`config.mk`:
```
export PLATFORM = sky130hd
export DESIGN_NAME = dma_blit_sched
export DESIGN_NICKNAME = d
export VERILOG_FILES = /design/src/rtl/dbs_pkg.sv /design/src/rtl/dbs_ring.sv /design/src/rtl/dbs_deadline.sv /design/src/rtl/dbs_engine_seq.sv /design/src/rtl/dma_blit_sched.sv
export SDC_FILE = /design/constraint.sdc
export NUM_CORES = 1
export LEC_CHECK = 0
export ABC_CLOCK_PERIOD_IN_PS = 3400
export BUFFER_PORTS_ARGS = -buffer_cell sky130_fd_sc_hd__buf_2
export CORE_ASPECT_RATIO = 1.1
export CORE_MARGIN = 1
export CORE_UTILIZATION = 60
export DETAILED_ROUTE_END_ITERATION = 7
export GPL_TIMING_DRIVEN = 0
export PLACE_DENSITY = 0.86
export SYNTH_ARGS = -nofsm -noshare
export SYNTH_HDL_FRONTEND = slang
export SYNTH_HIERARCHICAL = 1
export SYNTH_SLANG_ARGS = --single-unit
```
`constraint.sdc`:
```
create_clock -name clk -period 3.4 [get_ports clk]
set_input_delay 0.17 -clock clk [delete_from_list [all_inputs] [get_ports clk]]
set_output_delay 0.17 -clock clk [all_outputs]
set_load 0.005 [all_outputs]
```
`src/rtl/dbs_pkg.sv`:
```
// Shared encodings for the DMA slot scheduler.
// Assumes the engine decodes register selects and control bits as listed here.
package dbs_pkg;
    typedef enum logic [2:0] {
        SEL_MEM_ADDR = 3'd0,
        SEL_DEV_ADDR = 3'd1,
        SEL_CTRL     = 3'd2,
        SEL_MODE     = 3'd3,
        SEL_COUNT    = 3'd4,
        SEL_DESC     = 3'd5
    } eng_reg_e;

    localparam int CTRL_EN    = 0;
    localparam int CTRL_START = 1;
    localparam int CTRL_ABORT = 2;
    localparam int CTRL_DDONE = 3;
    localparam int CTRL_DONE  = 4;

    localparam int MODE_CHAIN = 0;
    localparam int MODE_IRQ   = 1;

    typedef enum logic [1:0] {
        ST_IDLE   = 2'd0,
        ST_FIRE   = 2'd1,
        ST_ACTIVE = 2'd2
    } seq_state_e;
endpackage

```
`src/rtl/dbs_ring.sv`:
```
// Slot ring: pointer storage, submit/execute/release indices, free and
// pending counts, and the completion counter.
// Assumes push only while free_count != 0, and fire_pop only while work is pending.
module dbs_ring #(
    parameter int SLOTS  = 4,
    parameter int PTR_W  = 32,
    parameter int DONE_W = 16,
    localparam int IDX_W = (SLOTS > 1) ? $clog2(SLOTS) : 1,
    localparam int CW    = $clog2(SLOTS + 1)
) (
    input  logic              clk,
    input  logic              rst_n,
    input  logic              push,
    input  logic [PTR_W-1:0]  push_ptr,
    input  logic              fire_pop,
    input  logic              complete,
    input  logic              complete_aborted,
    input  logic              rel_ready,
    output logic [CW-1:0]     free_count,
    output logic [PTR_W-1:0]  cur_ptr,
    output logic              work_pending,
    output logic              rel_valid,
    output logic [IDX_W-1:0]  rel_slot,
    output logic              rel_aborted,
    output logic [DONE_W-1:0] done_count
);
    localparam logic [CW-1:0]    FREE_INIT = CW'(SLOTS - 1);
    localparam logic [IDX_W-1:0] LAST_IDX  = IDX_W'(SLOTS - 1);

    logic [IDX_W-1:0] head_q, cur_q, serv_q;
    logic [CW-1:0]    free_q, pend_q;
    logic [DONE_W-1:0] done_q;
    logic [PTR_W-1:0] ptr_all [SLOTS];
    logic [SLOTS-1:0] ab_all;
    logic             pop;

    function automatic logic [IDX_W-1:0] step_idx(input logic [IDX_W-1:0] i);
        return (i == LAST_IDX) ? '0 : i + 1'b1;
    endfunction

    // Per-slot storage of the chain pointer and the aborted tag.
    for (genvar g = 0; g < SLOTS; g++) begin : g_slot
        logic [PTR_W-1:0] ptr_r;
        logic             ab_r;
        always_ff @(posedge clk) begin
            if (!rst_n) begin
                ptr_r <= '0;
                ab_r  <= 1'b0;
            end else begin
                if (push && head_q == IDX_W'(g))
                    ptr_r <= push_ptr;
                if (complete && cur_q == IDX_W'(g))
                    ab_r <= complete_aborted;
            end
        end
        assign ptr_all[g] = ptr_r;
        assign ab_all[g]  = ab_r;
    end

    assign pop = rel_valid && rel_ready;

    // Index, free, pending and done bookkeeping.
    always_ff @(posedge clk) begin
        if (!rst_n) begin
            head_q <= '0;
            cur_q  <= '0;
            serv_q <= '0;
            free_q <= FREE_INIT;
            pend_q <= '0;
            done_q <= '0;
        end else begin
            if (push)     head_q <= step_idx(head_q);
            if (complete) begin
                cur_q  <= step_idx(cur_q);
                done_q <= done_q + 1'b1;
            end
            if (pop)      serv_q <= step_idx(serv_q);
            case ({push, pop})
                2'b10:   free_q <= free_q - 1'b1;
                2'b01:   free_q <= free_q + 1'b1;
                default: free_q <= free_q;
            endcase
            case ({push, fire_pop})
                2'b10:   pend_q <= pend_q + 1'b1;
                2'b01:   pend_q <= pend_q - 1'b1;
                default: pend_q <= pend_q;
            endcase
        end
    end

    assign free_count   = free_q;
    assign cur_ptr      = ptr_all[cur_q];
    assign work_pending = (pend_q != '0);
    assign rel_valid    = (serv_q != cur_q);
    assign rel_slot     = serv_q;
    assign rel_aborted  = ab_all[serv_q];
    assign done_count   = done_q;


    free_bound_chk: assert property (@(posedge clk) disable iff (!rst_n)
        free_q <= FREE_INIT);

    push_takes_slot_chk: assert property (@(posedge clk) disable iff (!rst_n)
        (push && !pop) |=> (free_q == $past(free_q) - 1'b1));

    complete_has_slot_chk: assert property (@(posedge clk) disable iff (!rst_n)
        complete |-> (cur_q != head_q));

    rel_hold_chk: assert property (@(posedge clk) disable iff (!rst_n)
        (rel_valid && !rel_ready) |=> (rel_valid && $stable(rel_slot)));

    fire_has_work_chk: assert property (@(posedge clk) disable iff (!rst_n)
        fire_pop |-> (pend_q != '0));
endmodule

```
`src/rtl/dbs_deadline.sv`:
```
// Transfer deadline counter: loaded on arm, counts down while run is high,
// and flags expiry when it reaches zero during a run.
// Assumes TIMEOUT >= 2.
module dbs_deadline #(
    parameter int TIMEOUT = 1000,
    localparam int TW     = $clog2(TIMEOUT + 1)
) (
    input  logic clk,
    input  logic rst_n,
    input  logic arm,
    input  logic run,
    output logic expired
);
    localparam logic [TW-1:0] RELOAD = TW'(TIMEOUT - 1);

    logic [TW-1:0] cnt_q;

    // Reload on arm, otherwise count down toward zero while running.
    always_ff @(posedge clk) begin
        if (!rst_n)
            cnt_q <= RELOAD;
        else if (arm)
            cnt_q <= RELOAD;
        else if (run && cnt_q != '0)
            cnt_q <= cnt_q - 1'b1;
    end

    assign expired = run && (cnt_q == '0);
endmodule

```
`src/rtl/dbs_engine_seq.sv`:
```
// Engine sequencer: issues the start sequence, detects completion
// (done flag, or an abort followed by the enable status dropping),
// issues abort writes on deadline expiry and the engine-off write when idle.
// Assumes one register write per cycle and that the engine samples each write.
module dbs_engine_seq
    import dbs_pkg::*;
#(
    parameter int PTR_W = 32
) (
    input  logic             clk,
    input  logic             rst_n,
    input  logic             work_pending,
    input  logic [PTR_W-1:0] cur_ptr,
    input  logic             eng_done,
    input  logic             eng_enable,
    input  logic             expired,
    output logic             reg_wr_en,
    output logic [2:0]       reg_wr_sel,
    output logic [PTR_W-1:0] reg_wr_data,
    output logic             fire_pop,
    output logic             complete,
    output logic             complete_aborted,
    output logic             arm,
    output logic             run
);
    localparam logic [2:0] LAST_STEP = 3'd6;

    seq_state_e state_q, state_d;
    logic [2:0] step_q, step_d;
    logic       abort_q, abort_d;
    logic       on_q, on_d;
    eng_reg_e   sel;
    logic       finish;

    function automatic logic [PTR_W-1:0] bitv(input int b);
        logic [PTR_W-1:0] v;
        v    = '0;
        v[b] = 1'b1;
        return v;
    endfunction

    // Start-sequence write for a given step.
    function automatic void fire_write(input logic [2:0] s, input logic [PTR_W-1:0] p,
                                       output eng_reg_e rs, output logic [PTR_W-1:0] rd);
        case (s)
            3'd0:    begin rs = SEL_MEM_ADDR; rd = '0; end
            3'd1:    begin rs = SEL_DEV_ADDR; rd = '0; end
            3'd2:    begin rs = SEL_CTRL;
                           rd = bitv(CTRL_DONE) | bitv(CTRL_DDONE) | bitv(CTRL_EN); end
            3'd3:    begin rs = SEL_MODE; rd = bitv(MODE_CHAIN) | bitv(MODE_IRQ); end
            3'd4:    begin rs = SEL_COUNT; rd = '0; end
            3'd5:    begin rs = SEL_DESC; rd = p; end
            default: begin rs = SEL_CTRL; rd = bitv(CTRL_EN) | bitv(CTRL_START); end
        endcase
    endfunction

    assign run    = (state_q == ST_ACTIVE);
    assign finish = eng_done || (abort_q && !eng_enable);

    // Next-state, write and event decode for the sequencer.
    always_comb begin
        state_d          = state_q;
        step_d           = step_q;
        abort_d          = abort_q;
        on_d             = on_q;
        reg_wr_en        = 1'b0;
        sel              = SEL_MEM_ADDR;
        reg_wr_data      = '0;
        fire_pop         = 1'b0;
        complete         = 1'b0;
        complete_aborted = 1'b0;
        arm              = 1'b0;
        case (state_q)
            ST_IDLE: begin
                if (work_pending) begin
                    reg_wr_en = 1'b1;
                    fire_write(3'd0, cur_ptr, sel, reg_wr_data);
                    step_d  = 3'd1;
                    state_d = ST_FIRE;
                end else if (on_q) begin
                    reg_wr_en   = 1'b1;
                    sel         = SEL_CTRL;
                    reg_wr_data = bitv(CTRL_DONE) | bitv(CTRL_DDONE);
                    on_d        = 1'b0;
                end
            end
            ST_FIRE: begin
                reg_wr_en = 1'b1;
                fire_write(step_q, cur_ptr, sel, reg_wr_data);
                if (step_q == LAST_STEP) begin
                    fire_pop = 1'b1;
                    arm      = 1'b1;
                    on_d     = 1'b1;
                    state_d  = ST_ACTIVE;
                end else begin
                    step_d = step_q + 1'b1;
                end
            end
            default: begin
                if (finish) begin
                    reg_wr_en        = 1'b1;
                    sel              = SEL_CTRL;
                    reg_wr_data      = bitv(CTRL_DONE);
                    complete         = 1'b1;
                    complete_aborted = abort_q;
                    abort_d          = 1'b0;
                    state_d          = ST_IDLE;
                end else if (expired) begin
                    reg_wr_en   = 1'b1;
                    sel         = SEL_CTRL;
                    reg_wr_data = bitv(CTRL_ABORT);
                    abort_d     = 1'b1;
                    arm         = 1'b1;
                end
            end
        endcase
    end

    assign reg_wr_sel = sel;

    // Sequencer state registers; the engine is assumed on after reset.
    always_ff @(posedge clk) begin
        if (!rst_n) begin
            state_q <= ST_IDLE;
            step_q  <= '0;
            abort_q <= 1'b0;
            on_q    <= 1'b1;
        end else begin
            state_q <= state_d;
            step_q  <= step_d;
            abort_q <= abort_d;
            on_q    <= on_d;
        end
    end


    start_after_desc_chk: assert property (@(posedge clk) disable iff (!rst_n)
        (reg_wr_en && reg_wr_sel == SEL_CTRL && reg_wr_data[CTRL_START])
        |-> $past(reg_wr_en && reg_wr_sel == SEL_DESC));

    abort_after_active_chk: assert property (@(posedge clk) disable iff (!rst_n)
        (reg_wr_en && reg_wr_sel == SEL_CTRL && reg_wr_data[CTRL_ABORT])
        |-> $past(run));

    complete_in_run_chk: assert property (@(posedge clk) disable iff (!rst_n)
        complete |-> $past(fire_pop || run));
endmodule

```
`src/rtl/dma_blit_sched.sv`:
```
// Top of the DMA slot scheduler: joins the slot ring, the engine sequencer
// and the deadline counter.
// Assumes PTR_W >= 5 so that every control bit fits in the write data.
module dma_blit_sched #(
    parameter int SLOTS   = 4,
    parameter int PTR_W   = 32,
    parameter int TIMEOUT = 125_000_000,
    parameter int DONE_W  = 16,
    localparam int IDX_W  = (SLOTS > 1) ? $clog2(SLOTS) : 1,
    localparam int CW     = $clog2(SLOTS + 1)
) (
    input  logic              clk,
    input  logic              rst_n,
    input  logic              submit_valid,
    input  logic [PTR_W-1:0]  submit_ptr,
    output logic              submit_ready,
    output logic [CW-1:0]     free_count,
    output logic              reg_wr_en,
    output logic [2:0]        reg_wr_sel,
    output logic [PTR_W-1:0]  reg_wr_data,
    input  logic              eng_done,
    input  logic              eng_enable,
    output logic              rel_valid,
    input  logic              rel_ready,
    output logic [IDX_W-1:0]  rel_slot,
    output logic              rel_aborted,
    output logic [DONE_W-1:0] done_count
);
    logic             push, fire_pop, complete, complete_aborted;
    logic             work_pending, arm, run, expired;
    logic [PTR_W-1:0] cur_ptr;

    assign submit_ready = (free_count != '0);
    assign push         = submit_valid && submit_ready;

    dbs_ring #(.SLOTS(SLOTS), .PTR_W(PTR_W), .DONE_W(DONE_W)) u_ring (
        .clk(clk), .rst_n(rst_n),
        .push(push), .push_ptr(submit_ptr),
        .fire_pop(fire_pop), .complete(complete), .complete_aborted(complete_aborted),
        .rel_ready(rel_ready), .free_count(free_count), .cur_ptr(cur_ptr),
        .work_pending(work_pending), .rel_valid(rel_valid), .rel_slot(rel_slot),
        .rel_aborted(rel_aborted), .done_count(done_count)
    );

    dbs_engine_seq #(.PTR_W(PTR_W)) u_seq (
        .clk(clk), .rst_n(rst_n),
        .work_pending(work_pending), .cur_ptr(cur_ptr),
        .eng_done(eng_done), .eng_enable(eng_enable), .expired(expired),
        .reg_wr_en(reg_wr_en), .reg_wr_sel(reg_wr_sel), .reg_wr_data(reg_wr_data),
        .fire_pop(fire_pop), .complete(complete), .complete_aborted(complete_aborted),
        .arm(arm), .run(run)
    );

    dbs_deadline #(.TIMEOUT(TIMEOUT)) u_deadline (
        .clk(clk), .rst_n(rst_n), .arm(arm), .run(run), .expired(expired)
    );
endmodule

```
==> results of run 1 <==
[flip-flops by register name, summed over array words and instances (netlist names)]
| name | count |
|---|---|
| u_ring/cur_q | 2 |
| u_ring/g_slot.ptr_r | 128 |
| u_ring/free_count | 3 |
| u_ring/pend_q | 3 |
| u_seq/state_q | 2 |
| u_ring/rel_slot | 2 |
| u_seq/on_q | 1 |
| u_ring/g_slot.ab_r | 4 |
| u_seq/step_q | 3 |
| u_ring/done_count | 16 |
| u_deadline/cnt_q | 27 |
| u_seq/abort_q | 1 |
| u_ring/head_q | 2 |
[cells by family after synthesis]
kind of cell,share of synthesized area [%]
adders and majority gates,3.10
AOI/OAI and AO/OA,13.2
muxes,9.76
buffers and inverters,4.68
xor gates and xnor gates,2.15
and+or+nand+nor,23.7
DFF,43.4
[per-layer routing]
layer,vias up,wire (um),GRT usage (%),share of wire [%]
met5,-,0,0,0
li1,3868,-,-,-
met3,53,1400,4.68,6.1
met4,0,529,14.6,2.3
met2,349,11500,53.2,50
met1,3832,9650,37.4,42
[area by class of cell]
class / instances / area share [%]
plain buffers: 70 / 3.19
clock buffers: 20 / 4.33
flip-flops and latches: 194 / 36.8
repair buffers: 120 / 6.79
inverters: 22 / 0.783
well taps: 192 / 2.28
multi-input cells: 762 / 44.1
clock inverters: 12 / 1.71
[cells in the final DEF (no fill, tap or decap), types with 3 or more instances in the layout]
master / n
nand2_1: 299
dfxtp_1: 194
a21oi_1: 155
buf_2: 114
clkbuf_1: 39
and2_1: 33
mux4_2: 33
nor2_1: 31
dlygate4sd3_1: 23
inv_1: 21
xor2_1: 19
ha_1: 19
clkbuf_16: 17
o21ai_0: 17
or3_1: 15
nand3_1: 14
mux2i_1: 13
or4_1: 11
o31ai_1: 11
nand2b_1: 8
nor4_1: 7
o211ai_1: 7
nor3_1: 6
buf_4: 6
buf_1: 5
nand4_1: 5
bufinv_16: 4
and3_1: 4
o21ai_1: 4
buf_6: 4
a31oi_1: 4
clkinv_4: 3
nor2b_1: 3
nor4_2: 3
xnor2_1: 3
[where the power goes]
| group | switching [mW] | internal [mW] |
|---|---|---|
| Sequential | 0.0539 | 2.35 |
| Combinational | 0.294 | 0.196 |
| Clock | 0.880 | 1.27 |
[worst register-to-register path, delay by kind of cell, from the launching register on]
family,cells,cell delay [ns]
simple gates,4,1.16
flops,1,0.35
compound gates,2,0.36
buf+inv,3,0.77
[final timing paths]
kind	startpoint	slack, ns	endpoint	cells after the start
setup / recovery	u_deadline/cnt_q[8]$_SDFFE_PP1P_	0.61	u_deadline/cnt_q[7]$_SDFFE_PP0P_	9
hold reg to reg	u_ring/g_slot[3].ptr_r[30]$_SDFFE_PN0P_	0.45	u_ring/g_slot[3].ptr_r[30]$_SDFFE_PN0P_	2
setup reg to reg	u_deadline/cnt_q[8]$_SDFFE_PP1P_	0.61	u_deadline/cnt_q[7]$_SDFFE_PP0P_	9
hold / removal	submit_ptr[28]	0.007	u_ring/g_slot[2].ptr_r[28]$_SDFFE_PN0P_	3
[timing repair]
| action | in CTS | in global routing |
|---|---|---|
| buffers inserted | 0 | 0 |
| hold buffers | 23 | 0 |
| endpoints found under the hold margin | 60 | 0 |
==> run_results.csv, run 1 <==
group,metric,value,unit
pwr,leakage,3.93,nW
synthesis,synth_top_cell_area_share,43.4,%
clocking,root_buffer,"clkbuf_16",
finish,ff_latch_area,0.00388,mm2
clocking,clkLatencyLatePin,0.44,ns
synthesis,syn-num-nets,1107,
worst_setup_path,critPathMaxFanout,10,
detailed_routing,drc,0,
min_path,min_path_type,"primary input to register",
sta,worst_slew_pin_slew,0.762,ns
synthesis,yosys_most_used_dff,"dfxtp_1",
die,die_x,118,um
worst_setup_path,cp_slowest_stage_delay,0.58,ns
global_routing,grt_pass1_wl,36.8,mm
die,io_pins,98,
sta,fin_crit_sh,82.1,%
die,die_area,0.0154,mm2
worst_setup_path,crit_path_end_kind,"register",
worst_setup_path,cp_top_family,"simple AND/OR/NAND/NOR gates",
die,core,0.0145,mm2
detailed_routing,vias_per_cell,5.82,
global_routing,grt_usage,30.5,%
synthesis,ys_seq_area_share,43.4,%
synthesis,yosysMostFrequentCell,"nand2_1",
worst_setup_path,crit_chain,"or4_4 -> clkbuf_1 -> nor2_1 -> and4_1 -> inv_1 -> o21ai_0 -> nand2b_1 -> clkbuf_1 -> a21oi_1",
detailed_routing,drt_iter0_markers,685,
finish,layout-drive-gt1-share,17.1,%
detailed_routing,ant_nets,0,
worst_setup_path,path_buf_inv,3,
detailed_routing,routed_wl,23.1,mm
synthesis,yosys.area.top_type,"dfxtp_1",
placed_design,hpwl,15.2,mm
global_routing,grt_max_degree,17,
placed_design,dp_cells,1337,
die,num_rows,46,
clocking,clk_pin_slew,0.07,ns
finish,fillers,1085,
job,cap_violations,0,
synthesis,syn_area,0.00895,mm2
synthesis,yosysWarnings,6,
finish,multiInputGateArea,0.00465,mm2
sta,hold_ws,0.00744,ns
sta,drv_slew,0,
finish,fin_cells,1392,
synthesis,avgSynthCellArea,8.54,um2
global_routing,grt_pass1_vias,7647,
global_routing,antenna_found_initial,0,
finish,nets,1246,
outcome,status,"completed",
sta,fmax,358,MHz
finish,postLayoutCoreUtil,72.7,%
clocking,cts.path.max_buffers,2,
sta,slew_headroom,48.8,%
synthesis,async_reset_ff_share,0,%
worst_setup_path,required,3.69,ns
sta,rsz0062_at_grt,"no",
clocking,numCtsBuffers,17,
sta,hold_viol_final,0,
synthesis,synthCells,1048,
finish,final_cell_area,0.0105,mm2
detailed_routing,num_vias,8102,
synthesis,yosys_register_bits,194,
sta,setup_viol,0,
die,die_h,130,um
clocking,ctsResizeCount,0,
synthesis,synth_area_leaders,"dfxtp_1 (43%), nand2_1 (13%), a21oi_1 (8.7%), mux4_2 (8.3%), ha_1 (2.7%)",
global_routing,overflow,0,
synthesis,yosysUniqueCellTypes,63,
sta,fin_crit,2.79,ns
die,start_util,61.7,%
sta,setup_slack,0.610,ns
pwr,vdd_drop_max,0.402,mV
sta,fin_skew,0.00461,ns
worst_setup_path,crit_top_cell,"clkbuf_1",
worst_setup_path,cpMaxStageDelayCell,"or4_4",
clocking,cts_max_level,4,
placed_design,port-buffer-count,97,
worst_setup_path,critPathLaunchType,"register",
detailed_routing,avgRoutedWirePerCell,16.6,um
worst_setup_path,crit_type,"register to register",
finish,n_antenna_cell,0,
synthesis,ys_top_cells_by_count,"nand2_1 (299), dfxtp_1 (194), a21oi_1 (155)",
finish,area_growth,17.8,%
synthesis,synth_edf_count,0,
detailed_routing,first_pass_iters,5,
placed_design,dpl-instance-area,0.00968,mm2
placed_design,globalplace.congestion,0.865,
pwr,p_total,5.05,mW
placed_design,dp_worst_setup_slack,0.607,ns
pwr,p_per_area,479,mW/mm2
clocking,cts_tree,"yes",
sta,tns,0,ns
worst_setup_path,cp_data_arrival_time,3.08,ns
clocking,cts.sinks,194,
Note: power is estimated with default switching activity, not from simulation.
==> run 2: changes to the inputs <==
ABC_CLOCK_PERIOD_IN_PS = 2600   (was 3400)
CORE_UTILIZATION = 59   (was 60)
PLACE_DENSITY = 0.85   (was 0.86)
clock period = 2.6 ns   (was 3.4 ns; I/O delays follow)
==> run 2 against run 1 <==
  * Worst setup slack got worse by 0.56 ns
  * Global-route usage increased by 0.31 points
  * Final cell count increased by 0.57%
  * Critical endpoint is now reg_wr_data[11]
==> run_results.csv, run 2 (synthesis results as in run 1) <==
group,metric,value,unit
finish,nets,1254,
sta,setup_slack,0.0542,ns
finish,fin_cells,1400,
sta,slew_headroom,48.1,%
sta,rsz0062_at_grt,"no",
sta,fin_crit_sh,97.9,%
worst_setup_path,r2r-start,"u_ring/cur_q[0]$_SDFFE_PN0P_",
global_routing,grt_pass1_wl,38.3,mm
detailed_routing,ant_nets,0,
sta,worst_slew_pin_slew,0.773,ns
die,num_rows,46,
finish,final_cell_mix,"nand2_1 (299), dfxtp_1 (194), a21oi_1 (155)",
worst_setup_path,worstSetupStartpoint,"u_ring/cur_q[0]$_SDFFE_PN0P_",
clocking,clk_pin_slew,0.07,ns
clocking,cts.path.max_buffers,2,
die,die_x,119,um
placed_design,port-buffer-count,97,
worst_setup_path,reg2reg_slack,0.09,ns
sta,drv_slew,0,
placed_design,dp_cells,1337,
worst_setup_path,rr_worst_depth,9,
worst_setup_path,required,2.47,ns
detailed_routing,num_vias,8215,
detailed_routing,vias_per_cell,5.87,
worst_setup_path,crit_path_end,"reg_wr_data[11]",
worst_setup_path,cp_data_arrival_time,2.42,ns
clocking,cts_tree,"yes",
clocking,cts_max_level,4,
worst_setup_path,critPathMaxFanout,10,
clocking,clkLatencyLatePin,0.44,ns
worst_setup_path,timing.rr.end,"u_ring/free_count[2]$_SDFFE_PN0P_",
finish,layout-drive-gt1-share,17.5,%
global_routing,grt_usage,30.8,%
placed_design,globalplace.congestion,0.875,
finish,area_growth,19.0,%
global_routing,antenna_found_initial,0,
sta,fmax,393,MHz
sta,setup_viol,0,
global_routing,overflow,0,
finish,regMostFlops,"u_ring/g_slot.ptr_r",
sta,fin_crit,2.55,ns
detailed_routing,routed_wl,23.8,mm
sta,fin_skew,0.00857,ns
die,io_pins,98,
die,die_h,131,um
global_routing,grt_pass1_vias,7926,
clocking,numCtsBuffers,17,
pwr,p_total,6.61,mW
outcome,status,"completed",
pwr,p_per_area,621,mW/mm2
clocking,root_buffer,"clkbuf_16",
detailed_routing,avgRoutedWirePerCell,17.0,um
global_routing,grt_max_degree,17,
worst_setup_path,crit_type,"register to primary output",
detailed_routing,first_pass_iters,6,
min_path,min_path_type,"primary input to register",
worst_setup_path,crit_path_end_kind,"primary output",
placed_design,dp_worst_setup_slack,-0.162,ns
placed_design,hpwl,15.5,mm
finish,n_antenna_cell,0,
finish,final_common_cell,"nand2_1",
die,core,0.0146,mm2
sta,tns,0,ns
worst_setup_path,critPathLaunchType,"register",
detailed_routing,drt_iter0_markers,870,
finish,largest_reg_flops,128,
sta,hold_viol_final,0,
die,die_area,0.0157,mm2
detailed_routing,drc,0,
die,start_util,61.2,%
pwr,vdd_drop_max,0.484,mV
pwr,leakage,3.97,nW
finish,postLayoutCoreUtil,72.8,%
clocking,cts.sinks,194,
job,cap_violations,0,
-- run 2: critical path, cell delays in order, from the launching register on --
cell	delay (ns)
dfxtp_1	0.38
buf_4	0.26
buf_2	0.33
buf_2	0.35
mux4_2	0.35
and2_1	0.18
buf_2	0.13
-- run 2: how the worst min path moves through the flow --
stage / to / start / slack [ns] / cells after the start
floorplan: u_seq/on_q$_SDFFE_PN1P_ / rst_n / 0.20 / 1
CTS: u_seq/state_q[0]$_SDFFE_PN0P_ / eng_done / 0.06 / 3
finish: u_seq/state_q[0]$_SDFFE_PN0P_ / eng_done / 0.09 / 3
global placement: u_ring/g_slot[1].ptr_r[19]$_SDFFE_PN0P_ / submit_ptr[19] / 0.41 / 3
global route: u_seq/state_q[0]$_SDFFE_PN0P_ / eng_done / 0.09 / 3
detailed placement: u_ring/g_slot[3].ptr_r[18]$_SDFFE_PN0P_ / submit_ptr[18] / 0.41 / 3
-- run 2: cell type report --
| class | count | area [um2] |
|---|---|---|
| buffer | 68 | 332 |
| clock buffer | 19 | 443 |
| clock inverter | 13 | 184 |
| fill | 1106 | 3970 |
| inverter | 22 | 82.6 |
| multi-input combinational | 762 | 4670 |
| sequential | 194 | 3880 |
| tap | 192 | 240 |
| timing repair buffer | 130 | 816 |
-- run 2: where the power goes --
part           switching [mW]  total, mW  leakage (nW)  internal, mW
logic                   0.396      0.662          2.10         0.266
registers              0.0691       3.14          1.57          3.08
clock network            1.17       2.81         0.299          1.64
total                    1.64       6.61          3.97          4.98
-- run 2: what timing repair did --
item / 4_1_cts / 5_1_grt
setup endpoints to repair: 22 / 12
setup buffers: 0 / 0
endpoints found under the hold margin: 128 / 0
pin swaps: 0 / 0
hold buffers: 33 / 0
resized for setup: 4 / 5
cloned: 0 / 0
-- run 2: per-layer routing --
| layer | global-route usage (%) | vias to the layer above | wire, um |
|---|---|---|---|
| li1 | - | 3894 | - |
| met1 | 37.4 | 3900 | 9480 |
| met2 | 51.9 | 359 | 12000 |
| met3 | 6.68 | 62 | 1750 |
| met4 | 13.8 | 0 | 642 |
| met5 | 0 | - | 0 |
-- run 2: through the flow --
stage | cell area, um2 | hold WS (ns)
finish | 10600 | 0.0858
global route | 10600 | 0.0872
CTS | 10600 | 0.0584
detailed placement | 9680 | 0.411
global placement | 9680 | 0.407
floorplan | 8950 | 0.202
==> run 3: changes to the inputs <==
CORE_UTILIZATION = 40   (was 59)
PLACE_DENSITY = 0.63   (was 0.85)
==> run 3 against run 2 <==
  * Register-to-register slack improved by 0.07 ns
  * Die area increased by 47%
  * Clock-buffer cell count decreased by 1
  * Wire length increased by 0.40%
  * Sequential power about the same
  * Worst setup slack improved by 0.091 ns
  * Sequential cell count unchanged
  * Clock skew increased by 0.0023 ns
  * Critical path type unchanged
  * Largest power group unchanged
==> run_results.csv, run 3 (synthesis results as in run 1) <==
group,metric,value,unit
placed_design,port-buffer-count,97,
clocking,root_buffer,"clkbuf_16",
detailed_routing,routed_wl,23.9,mm
sta,fin_crit_sh,94.4,%
clocking,cts_tree,"yes",
finish,final_cell_mix,"nand2_1 (299), dfxtp_1 (194), a21oi_1 (155)",
sta,drv_slew,0,
placed_design,globalplace.congestion,0.795,
finish,fillers,2154,
die,start_util,40.6,%
clocking,clkLatencyLatePin,0.44,ns
die,die_x,145,um
die,num_rows,57,
placed_design,dp_worst_setup_slack,-0.265,ns
detailed_routing,ant_nets,0,
placed_design,dp_cells,1440,
worst_setup_path,cp_top_family,"buffers and inverters",
detailed_routing,vias_per_cell,5.24,
finish,ff_latch_area,0.00388,mm2
detailed_routing,first_pass_iters,5,
sta,slew_headroom,50.9,%
die,core,0.0220,mm2
detailed_routing,avgRoutedWirePerCell,15.9,um
min_path,min_path_type,"primary input to register",
worst_setup_path,cp_data_arrival_time,2.33,ns
worst_setup_path,crit_type,"register to primary output",
die,die_h,159,um
placed_design,hpwl,16.3,mm
clocking,cts_max_level,4,
sta,fmax,407,MHz
sta,tns,0,ns
global_routing,overflow,0,
die,io_pins,98,
sta,fin_crit,2.46,ns
worst_setup_path,path_buf_inv,4,
pwr,p_per_area,605,mW/mm2
global_routing,grt_pass1_vias,7473,
finish,layout-drive-gt1-share,17.5,%
sta,worst_slew_pin_slew,0.730,ns
sta,setup_viol,0,
sta,setup_slack,0.145,ns
global_routing,antenna_found_initial,0,
worst_setup_path,critPathMaxFanout,10,
pwr,vdd_drop_max,0.439,mV
sta,fin_skew,0.0109,ns
worst_setup_path,required,2.47,ns
finish,final_common_cell,"nand2_1",
detailed_routing,drt_iter0_markers,391,
finish,largest_reg_flops,128,
finish,n_antenna_cell,0,
detailed_routing,drc,0,
finish,multiInputGateArea,0.00466,mm2
sta,hold_ws,0.0444,ns
detailed_routing,num_vias,7876,
worst_setup_path,cp_slowest_stage_delay,0.37,ns
clocking,postCtsSetupBuffers,0,
outcome,status,"completed",
global_routing,grt_usage,21.8,%
clocking,cts.path.max_buffers,2,
worst_setup_path,crit_chain,"buf_4 -> buf_2 -> buf_2 -> mux4_2 -> and2_1 -> buf_2",
finish,regMostFlops,"u_ring/g_slot.ptr_r",
clocking,numCtsBuffers,17,
clocking,cts.sinks,194,
worst_setup_path,crit_path_end_kind,"primary output",
finish,nets,1253,
global_routing,grt_pass1_wl,38.8,mm
finish,area_growth,20.1,%
pwr,leakage,3.98,nW
worst_setup_path,reg2reg_slack,0.16,ns
job,cap_violations,0,
sta,hold_viol_final,0,
finish,fin_cells,1502,
worst_setup_path,crit_top_cell,"buf_2",
global_routing,grt_max_degree,19,
worst_setup_path,cpMaxStageDelayCell,"dfxtp_1",
sta,rsz0062_at_grt,"no",
worst_setup_path,critPathLaunchType,"register",
finish,postLayoutCoreUtil,48.8,%
clocking,clk_pin_slew,0.07,ns
die,die_area,0.0230,mm2
==> run 3: cell count changes in the layout (fill, tap and decap cells not counted), sizes merged <==
cell,before,now
buf,128,127
bufinv,4,2
clkinv,5,3
clkinvlp,3,1
dlygate4sd3,33,32
inv,23,30
==> run 3: layout make-up <==
type,count,area share [%]
well taps,295,3.43
clock inverters,14,1.54
multi-input cells,762,43.4
repair buffers,129,7.50
clock buffers,18,4.09
flip-flops and latches,194,36.1
inverters,22,0.768
plain buffers,68,3.15
==> run 3: per-stage QoR <==
step	total power [mW]	area, um2
3_3_place_gp	3.81	9810
5_1_grt	6.77	10700
3_5_place_dp	3.82	9810
2_1_floorplan	3.59	8950
6_report	6.51	10700
4_1_cts	6.56	10700
==> run 3: path summary, 6_finish.rpt <==
check / from / to / cells after the start
worst max-delay path: u_ring/cur_q[1]$_SDFFE_PN0P_ / reg_wr_data[25] / 6
worst min-delay path: rst_n / u_seq/on_q$_SDFFE_PN1P_ / 2
worst max register to register: u_ring/free_count[1]$_SDFFE_PN1P_ / u_ring/free_count[2]$_SDFFE_PN0P_ / 9
worst min register to register: u_ring/g_slot[1].ptr_r[8]$_SDFFE_PN0P_ / u_ring/g_slot[1].ptr_r[8]$_SDFFE_PN0P_ / 2
==> run 3: timing repair <==
action | 4_1_cts | 5_1_grt
cloned | 0 | 0
hold buffers | 32 | 0
hold endpoints to repair | 128 | 0
endpoints found under the setup margin | 22 | 12
resized for setup | 5 | 6
==> run 3: where the power goes <==
group | switching, mW | total [mW] | internal (mW) | leakage (nW)
combinational | 0.390 | 0.656 | 0.266 | 2.11
clock | 1.23 | 2.71 | 1.48 | 0.297
sequential | 0.0672 | 3.14 | 3.07 | 1.57
==> run 3: layer usage <==
layer / routed length (um) / track usage [%] / vias up
li1: - / - / 3885
met1: 10500 / 28.3 / 3759
met2: 11800 / 36.2 / 212
met3: 1340 / 4.43 / 20
met4: 257 / 6.36 / 0
met5: 0 / 0 / -
